[src/rtl/rbs_pkg.sv]
package rbs_pkg;

  typedef enum logic [2:0] {
    ST_OFF      = 3'd0,
    ST_DEBOUNCE = 3'd1,
    ST_LEAD     = 3'd2,
    ST_WAIT_L2  = 3'd3,
    ST_RUN      = 3'd4
  } seq_state_e;

  function automatic int unsigned max3(input int unsigned a, input int unsigned b,
                                       input int unsigned c);
    int unsigned m;
    m = (a > b) ? a : b;
    return (m > c) ? m : c;
  endfunction

endpackage

[src/rtl/rbs_sync.sv]
module rbs_sync #(
  parameter int unsigned WIDTH   = 1,
  parameter int unsigned STAGES  = 2,
  parameter logic [WIDTH-1:0] RST_VAL = '0
) (
  input  logic             clk_i,
  input  logic             rst_ni,
  input  logic [WIDTH-1:0] d_i,
  output logic [WIDTH-1:0] q_o
);

  logic [WIDTH-1:0] pipe_q [STAGES];

  for (genvar s = 0; s < STAGES; s++) begin : g_stage
    always_ff @(posedge clk_i or negedge rst_ni) begin
      if (!rst_ni) begin
        pipe_q[s] <= RST_VAL;
      end else begin
        if (s == 0) pipe_q[s] <= d_i;
        else        pipe_q[s] <= pipe_q[(s == 0) ? 0 : s-1];
      end
    end
  end

  assign q_o = pipe_q[STAGES-1];

endmodule

[src/rtl/rbs_tick_timer.sv]
module rbs_tick_timer #(
  parameter int unsigned W = 7
) (
  input  logic         clk_i,
  input  logic         rst_ni,
  input  logic         clear_i,
  input  logic         tick_i,
  output logic [W-1:0] count_o
);

  localparam logic [W-1:0] CntMax = '1;

  logic [W-1:0] cnt_q;

  // saturating tick counter, clear has priority
  always_ff @(posedge clk_i or negedge rst_ni) begin
    if (!rst_ni)                         cnt_q <= '0;
    else if (clear_i)                    cnt_q <= '0;
    else if (tick_i && cnt_q != CntMax)  cnt_q <= cnt_q + 1'b1;
  end

  assign count_o = cnt_q;

endmodule

[src/rtl/rbs_fsm.sv]
module rbs_fsm
  import rbs_pkg::*;
#(
  parameter int unsigned DEBOUNCE_TICKS = 50,
  parameter int unsigned LEAD_TICKS     = 1,
  parameter int unsigned TIMEOUT_TICKS  = 100,
  parameter int unsigned CNT_W          = 7
) (
  input  logic             clk_i,
  input  logic             rst_ni,
  input  logic             tick_i,
  input  logic             key_s_i,
  input  logic             lin2_good_s_i,
  input  logic             host_go_s_i,
  input  logic [CNT_W-1:0] count_i,
  output logic             tmr_clear_o,
  output seq_state_e       state_o,
  output logic             key_no,
  output logic             lin1_en_o
);

  localparam logic [CNT_W-1:0] DebLast  = CNT_W'(DEBOUNCE_TICKS - 1);
  localparam logic [CNT_W-1:0] LeadLast = CNT_W'(LEAD_TICKS - 1);
  localparam logic [CNT_W-1:0] ToLast   = CNT_W'(TIMEOUT_TICKS - 1);

  seq_state_e state_q, state_d;
  logic       key_n_q, lin1_q;
  logic       accept;

  always_comb begin
    state_d     = state_q;
    tmr_clear_o = 1'b0;
    accept      = 1'b0;
    unique case (state_q)
      ST_OFF: begin
        tmr_clear_o = 1'b1;
        if (!key_s_i) state_d = ST_DEBOUNCE;
      end
      ST_DEBOUNCE: begin
        // release beats a coincident final tick
        if (key_s_i) begin
          state_d     = ST_OFF;
          tmr_clear_o = 1'b1;
        end else if (tick_i && count_i == DebLast) begin
          state_d     = ST_LEAD;
          tmr_clear_o = 1'b1;
          accept      = 1'b1;
        end
      end
      ST_LEAD: begin
        if (tick_i && count_i == LeadLast) begin
          state_d     = ST_WAIT_L2;
          tmr_clear_o = 1'b1;
        end
      end
      ST_WAIT_L2: begin
        if (lin2_good_s_i) begin
          state_d     = ST_RUN;
          tmr_clear_o = 1'b1;
        end else if (tick_i && count_i == ToLast) begin
          state_d     = ST_OFF;
          tmr_clear_o = 1'b1;
        end
      end
      ST_RUN: begin
        tmr_clear_o = 1'b1;
      end
      default: begin
        state_d     = ST_OFF;
        tmr_clear_o = 1'b1;
      end
    endcase
  end

  always_ff @(posedge clk_i or negedge rst_ni) begin
    if (!rst_ni) begin
      state_q <= ST_OFF;
      key_n_q <= 1'b1;
      lin1_q  <= 1'b0;
    end else begin
      state_q <= state_d;
      if (accept)       key_n_q <= 1'b0;
      else if (key_s_i) key_n_q <= 1'b1;
      if (state_q != ST_RUN) lin1_q <= 1'b0;
      else if (host_go_s_i)  lin1_q <= 1'b1;
    end
  end

  assign state_o   = state_q;
  assign key_no    = key_n_q;
  assign lin1_en_o = lin1_q;

endmodule

[src/rtl/rbs_rst_gen.sv]
module rbs_rst_gen #(
  parameter int unsigned HOLD_TICKS = 20
) (
  input  logic clk_i,
  input  logic rst_ni,
  input  logic tick_i,
  input  logic run_i,
  input  logic good_s_i,
  output logic rst_no
);

  localparam int unsigned HoldW = $clog2(HOLD_TICKS + 1);
  localparam logic [HoldW-1:0] HoldLast = HoldW'(HOLD_TICKS - 1);

  logic             released_q;
  logic [HoldW-1:0] cnt;
  logic             clr;

  assign clr = !run_i || !good_s_i || released_q;

  rbs_tick_timer #(.W(HoldW)) u_hold_tmr (
    .clk_i   (clk_i),
    .rst_ni  (rst_ni),
    .clear_i (clr),
    .tick_i  (tick_i),
    .count_o (cnt)
  );

  always_ff @(posedge clk_i or negedge rst_ni) begin
    if (!rst_ni)                                   released_q <= 1'b0;
    else if (!run_i)                               released_q <= 1'b0;
    else if (good_s_i && tick_i && cnt == HoldLast) released_q <= 1'b1;
  end

  assign rst_no = released_q;

endmodule

[src/rtl/rail_bringup_seq.sv]
module rail_bringup_seq
  import rbs_pkg::*;
#(
  parameter int unsigned DEBOUNCE_TICKS = 50,
  parameter int unsigned LEAD_TICKS     = 1,
  parameter int unsigned TIMEOUT_TICKS  = 100,
  parameter int unsigned HOLD_TICKS     = 20,
  parameter int unsigned SYNC_STAGES    = 2
) (
  input  logic clk_i,
  input  logic rst_ni,
  input  logic tick_i,
  input  logic key_ni,
  input  logic lin2_good_i,
  input  logic sw1_good_i,
  input  logic host_go_i,
  output logic key_no,
  output logic aux_en_o,
  output logic lin1_en_o,
  output logic lin2_en_o,
  output logic sw1_en_o,
  output logic sw2_en_o,
  output logic sw3_en_o,
  output logic proc_rst_no
);

  localparam int unsigned MaxTicks = max3(DEBOUNCE_TICKS, LEAD_TICKS, TIMEOUT_TICKS);
  localparam int unsigned CntW     = $clog2(MaxTicks + 1);
  localparam int unsigned NumAsync = 4;

  logic [NumAsync-1:0] async_raw, async_s;
  logic                key_s, lin2_good_s, sw1_good_s, host_go_s;
  logic [CntW-1:0]     seq_cnt;
  logic                seq_clr;
  seq_state_e          state;

  assign async_raw = {host_go_i, sw1_good_i, lin2_good_i, key_ni};

  rbs_sync #(
    .WIDTH   (NumAsync),
    .STAGES  (SYNC_STAGES),
    .RST_VAL (4'b0001)
  ) u_sync (
    .clk_i  (clk_i),
    .rst_ni (rst_ni),
    .d_i    (async_raw),
    .q_o    (async_s)
  );

  assign key_s       = async_s[0];
  assign lin2_good_s = async_s[1];
  assign sw1_good_s  = async_s[2];
  assign host_go_s   = async_s[3];

  rbs_tick_timer #(.W(CntW)) u_seq_tmr (
    .clk_i   (clk_i),
    .rst_ni  (rst_ni),
    .clear_i (seq_clr),
    .tick_i  (tick_i),
    .count_o (seq_cnt)
  );

  rbs_fsm #(
    .DEBOUNCE_TICKS (DEBOUNCE_TICKS),
    .LEAD_TICKS     (LEAD_TICKS),
    .TIMEOUT_TICKS  (TIMEOUT_TICKS),
    .CNT_W          (CntW)
  ) u_fsm (
    .clk_i         (clk_i),
    .rst_ni        (rst_ni),
    .tick_i        (tick_i),
    .key_s_i       (key_s),
    .lin2_good_s_i (lin2_good_s),
    .host_go_s_i   (host_go_s),
    .count_i       (seq_cnt),
    .tmr_clear_o   (seq_clr),
    .state_o       (state),
    .key_no        (key_no),
    .lin1_en_o     (lin1_en_o)
  );

  rbs_rst_gen #(.HOLD_TICKS(HOLD_TICKS)) u_rst_gen (
    .clk_i    (clk_i),
    .rst_ni   (rst_ni),
    .tick_i   (tick_i),
    .run_i    (state == ST_RUN),
    .good_s_i (sw1_good_s),
    .rst_no   (proc_rst_no)
  );

  assign aux_en_o  = (state == ST_LEAD) || (state == ST_WAIT_L2) || (state == ST_RUN);
  assign lin2_en_o = (state == ST_WAIT_L2) || (state == ST_RUN);
  assign sw3_en_o  = lin2_en_o;
  assign sw1_en_o  = (state == ST_RUN);
  assign sw2_en_o  = sw1_en_o;

endmodule

[config.mk]
export PLATFORM = sky130hd
export DESIGN_NAME = rail_bringup_seq
export DESIGN_NICKNAME = d
export VERILOG_FILES = /design/src/rtl/rbs_pkg.sv /design/src/rtl/rbs_sync.sv /design/src/rtl/rbs_tick_timer.sv /design/src/rtl/rbs_fsm.sv /design/src/rtl/rbs_rst_gen.sv /design/src/rtl/rail_bringup_seq.sv
export SDC_FILE = /design/constraint.sdc
export NUM_CORES = 1
export LEC_CHECK = 0
export BUFFER_PORTS_ARGS = -buffer_cell sky130_fd_sc_hd__buf_4
export CORE_MARGIN = 2
export CORE_UTILIZATION = 50
export DETAILED_ROUTE_END_ITERATION = 8
export GPL_TIMING_DRIVEN = 0
export PLACE_DENSITY = 0.73
export SLEW_MARGIN = 40
export SYNTH_ARGS = -nofsm -noshare
export SYNTH_HDL_FRONTEND = slang
export SYNTH_SLANG_ARGS = --single-unit
export TNS_END_PERCENT = 30
[constraint.sdc]
create_clock -name clk_i -period 1.6 [get_ports clk_i]
set_clock_uncertainty 0.05 [all_clocks]
set_input_delay 0.32 -clock clk_i [delete_from_list [all_inputs] [get_ports clk_i]]
set_output_delay 0.32 -clock clk_i [all_outputs]
set_load 0.01 [all_outputs]
==> qor.log <==
qor: outcome.run_status complete, but fails checks
qor: outcome.failing_checks setup timing
qor: yosys.postSynthNetCount 123
qor: power.vdd.ir_drop.worst 0.670 mV
qor: yosys.share_of_synthesized_area_occupied_by_flip_flops_and_latches 52.7%
qor: yosys.synth_top_cells_by_count dfrtp_1, nor2_1, nand2_1
qor: place.post_placement_worst_setup_slack -0.114 ns
qor: power.total_leakage_power 0.000754 uW
qor: cells_and_area.sequential_cell_area 661 sq um
qor: worst_setup_path.crit_arrival 1.28 ns
qor: global_route.first_global_vias 871
qor: place.place_congestion 0.766
qor: power.power_switching 286 uW
qor: clock_network.clock_insertion_delay_worst_skew 0.31 ns
qor: worst_setup_path.crit_path_end sw3_en_o
qor: sta.final.hold.worst_slack 0.0486 ns
qor: yosys.syn-cell-area 1240 sq um
qor: drt.route.detailed.drc 0
qor: yosys.synth.top_cell.area_share 46.4%
qor: worst_setup_path.regToRegEndpoint u_rst_gen.u_hold_tmr.count_o[3]
qor: clock_network.numCtsBuffers 3
qor: sta.headroom_to_the_max_slew_limit 78.9%
qor: cells_and_area.final_layout_size_suffix_gt1_share 47.9%
qor: worst_setup_path.worst-setup-path-type reg -> out
qor: drt.wl 2.76 mm
qor: global_route.grt_antenna_before_repair 0
qor: cells_and_area.multiInputGateArea 659 sq um
qor: run.max_cap_violations 0
qor: yosys.post_synth_num_cell_types 38
qor: sta.timing.final.max_slew_violations 0
qor: yosys.synthesis.yosys.warnings 0
qor: floorplan.top_level_ports 15
qor: drt.drtAntennaViolNets 0
qor: yosys.most_frequently_used_flop_master_after_synthesis dfrtp_1
qor: global_route.grt_overflow 0
qor: clock_network.cts_tree built
qor: power.comb_power_share 11.2%
qor: worst_setup_path.critical_path_peak_fanout 4
qor: worst_setup_path.timing.rr.start u_rst_gen.u_hold_tmr.count_o[0]
qor: drt.drtIter0Drc 19
qor: yosys.synthArstFlopShare 100%
qor: global_route.gr-usage-all-layers 18.8%
qor: sta.layout_min_cycle_time 1.65 ns
qor: floorplan.die_x 53.8 microns
qor: yosys.synthesis.instances 111
qor: min_path.worst_hold_path_type in -> reg
qor: cells_and_area.area_growth 36.6%
qor: cells_and_area.final_cells 172
qor: floorplan.chipHeight 53.8 microns
qor: drt.via_count 954
qor: clock_network.worst_setup_hold_path_clk_slew 0.14 ns
qor: cells_and_area.nNetsFinal 155
qor: sta.post-route-period-util 103%
qor: worst_setup_path.crit_start u_fsm.state_o[0]
qor: global_route.grt_pass1_wl 3.95 mm
qor: yosys.synth_enable_flop_cells 0
qor: drt.detail_route.wl_per_cell 16.1 microns
qor: floorplan.core_area 2410 sq um
qor: cells_and_area.n_antenna_cell 0
qor: global_route.largest_net_degree_at_the_start_of_global_routing 27
qor: place.port-buffer-count 14
qor: yosys.ys_top_cells_by_area dfrtp_1, dfstp_2, ha_1, nor2_1, xor2_1
qor: worst_setup_path.r2r_slack -0.04 ns
qor: sta.timing.fmax 0.607 GHz
qor: drt.pre_repair_dr_iteration_count 4
qor: place.place.detailed.instances 155
qor: cells_and_area.layout_fillers 152
qor: worst_setup_path.worstPathRequired 1.23 ns
qor: sta.report.final.setup_viol 12
qor: power.netSwitchingFraction 22.3%
qor: power.power.sequential.fraction 54.4%
qor: worst_setup_path.startpoint_class_of_the_critical_path register
qor: yosys.synth_top_cell_by_area dfrtp_1
qor: yosys.average_cell_area_after_synthesis 11.2 sq um
qor: floorplan.placementRows 18
qor: yosys.yosys_register_bits 26
qor: sta.final.setup.worst_slack -0.0475 ns
qor: power.power_per_cell_area 758 nW/um^2
qor: floorplan.initial_utilization 51.5%
qor: drt.vias_per_cell 5.55
qor: place.detailedPlacementHpwl 1.55 mm
qor: yosys.synthMostInstantiatedCell dfrtp_1
qor: sta.hold_viol 0
qor: worst_setup_path.ff2ff_path_depth 8
qor: worst_setup_path.end_kind primary output
qor: clock_network.numClockSinks 26
qor: clock_network.cts.path.max_buffers 2
qor: power.p_int 999 uW
qor: clock_network.clock_tree.htree_level_count 1
qor: sta.grt_setup_unrepaired yes
qor: sta.worst_max_slew_pin_slew 0.317 ns
qor: clock_network.cts-root-buf clkbuf_4
qor: floorplan.die_area 2900 sq um
qor: power.power.share.clock 34.5%
[power groups by stage]
stage / registers (uW) / clock network [uW] / logic (uW)
5_1_grt: 701 / 481 / 157
4_1_cts: 696 / 450 / 118
6_report: 699 / 443 / 144
3_3_place_gp: 707 / 0 / 95.4
2_1_floorplan: 703 / 0 / 58.2
3_5_place_dp: 708 / 0 / 99.5
[routing by layer]
metal  GRT usage, %  up-vias  wire [microns]
met4           5.13        0              12
met5              0        -               0
met2           31.1       22            1480
li1               -      456               -
met1           25.5      474            1180
met3           3.33        2              85
[flip-flops by register name, summed over array words and instances (netlist names)]
name / count
u_seq_tmr.count_o: 7
u_rst_gen.u_hold_tmr.count_o: 5
u_sync.pipe_q: 4
u_sync.q_o: 4
u_fsm.state_o: 3
u_fsm.key_no: 1
u_fsm.lin1_en_o: 1
u_rst_gen.rst_no: 1
[layout make-up]
type                    count  share of cell area (%)
plain buffers               3                    1.55
clock buffers               3                    1.33
clock inverters             1                    1.77
inverters                   6                    1.33
multi-input cells          75                    38.9
flip-flops and latches     26                    39.0
well taps                  30                    2.21
repair buffers             28                    13.9
[metrics by stage]
step	total power [uW]	utilization [%]	instance area (sq um)	TNS [ns]
2_1_floorplan	761	-	1240	0
3_3_place_gp	802	57.5	1390	-0.166
3_5_place_dp	807	57.5	1390	-0.434
4_1_cts	1260	62.9	1520	-0.148
5_1_grt	1340	70.4	1700	-1.24
6_report	1290	70.4	1700	-0.197
[worst max-delay path: stages, from the launching register on]
cell and delay (ns):
dfrtp_1 0.45, nor2_2 0.13, nand2_2 0.10, o21ai_2 0.08, buf_4 0.13, buf_6 0.09
[worst min-delay path by stage]
stage	from	end	slack, ns	cells after the start
after detailed placement	rst_ni	u_seq_tmr.count_o[0]	0.19	1
after global placement	rst_ni	u_seq_tmr.count_o[1]	0.19	1
final	lin2_good_i	u_sync.pipe_q[5]	0.05	1
after floorplan	rst_ni	u_fsm.lin1_en_o	-0.03	0
after CTS	key_ni	u_sync.pipe_q[4]	0.04	1
after global routing	key_ni	u_sync.pipe_q[4]	0.02	1
[cells by family (layout without fill, tap and decap cells)]
family | count (synthesis) | count (layout) | synth area share, %
AOI/OAI and AO/OA | 19 | 19 | 12.4
xor gates and xnor gates | 7 | 7 | 4.94
adders and majority gates | 5 | 5 | 5.04
buffers and inverters | 10 | 41 | 4.33
DFF | 26 | 26 | 52.7
muxes | 3 | 3 | 2.42
and+or+nand+nor | 41 | 41 | 18.1
[placed cells by master, fill, tap and decap left out, types with 3 or more instances in the layout]
| cell | instances |
|---|---|
| buf_4 | 25 |
| dfrtp_1 | 18 |
| nor2_1 | 11 |
| inv_1 | 5 |
| nand2_1 | 5 |
| xor2_1 | 5 |
| dfrtp_2 | 5 |
| buf_6 | 4 |
| nor3_2 | 3 |
| mux2i_1 | 3 |
| a31oi_1 | 3 |
| clkbuf_4 | 3 |
| dfstp_2 | 3 |
[what timing repair did]
item | 4_1_cts | 5_1_grt
hold endpoints to repair | 23 | 0
hold buffers | 1 | 0
gates resized for setup | 12 | 22
buffers inserted | 5 | 8
endpoints found under the setup margin | 16 | 20
pin swaps | 3 | 11
Power figures use the tool's default switching activity.
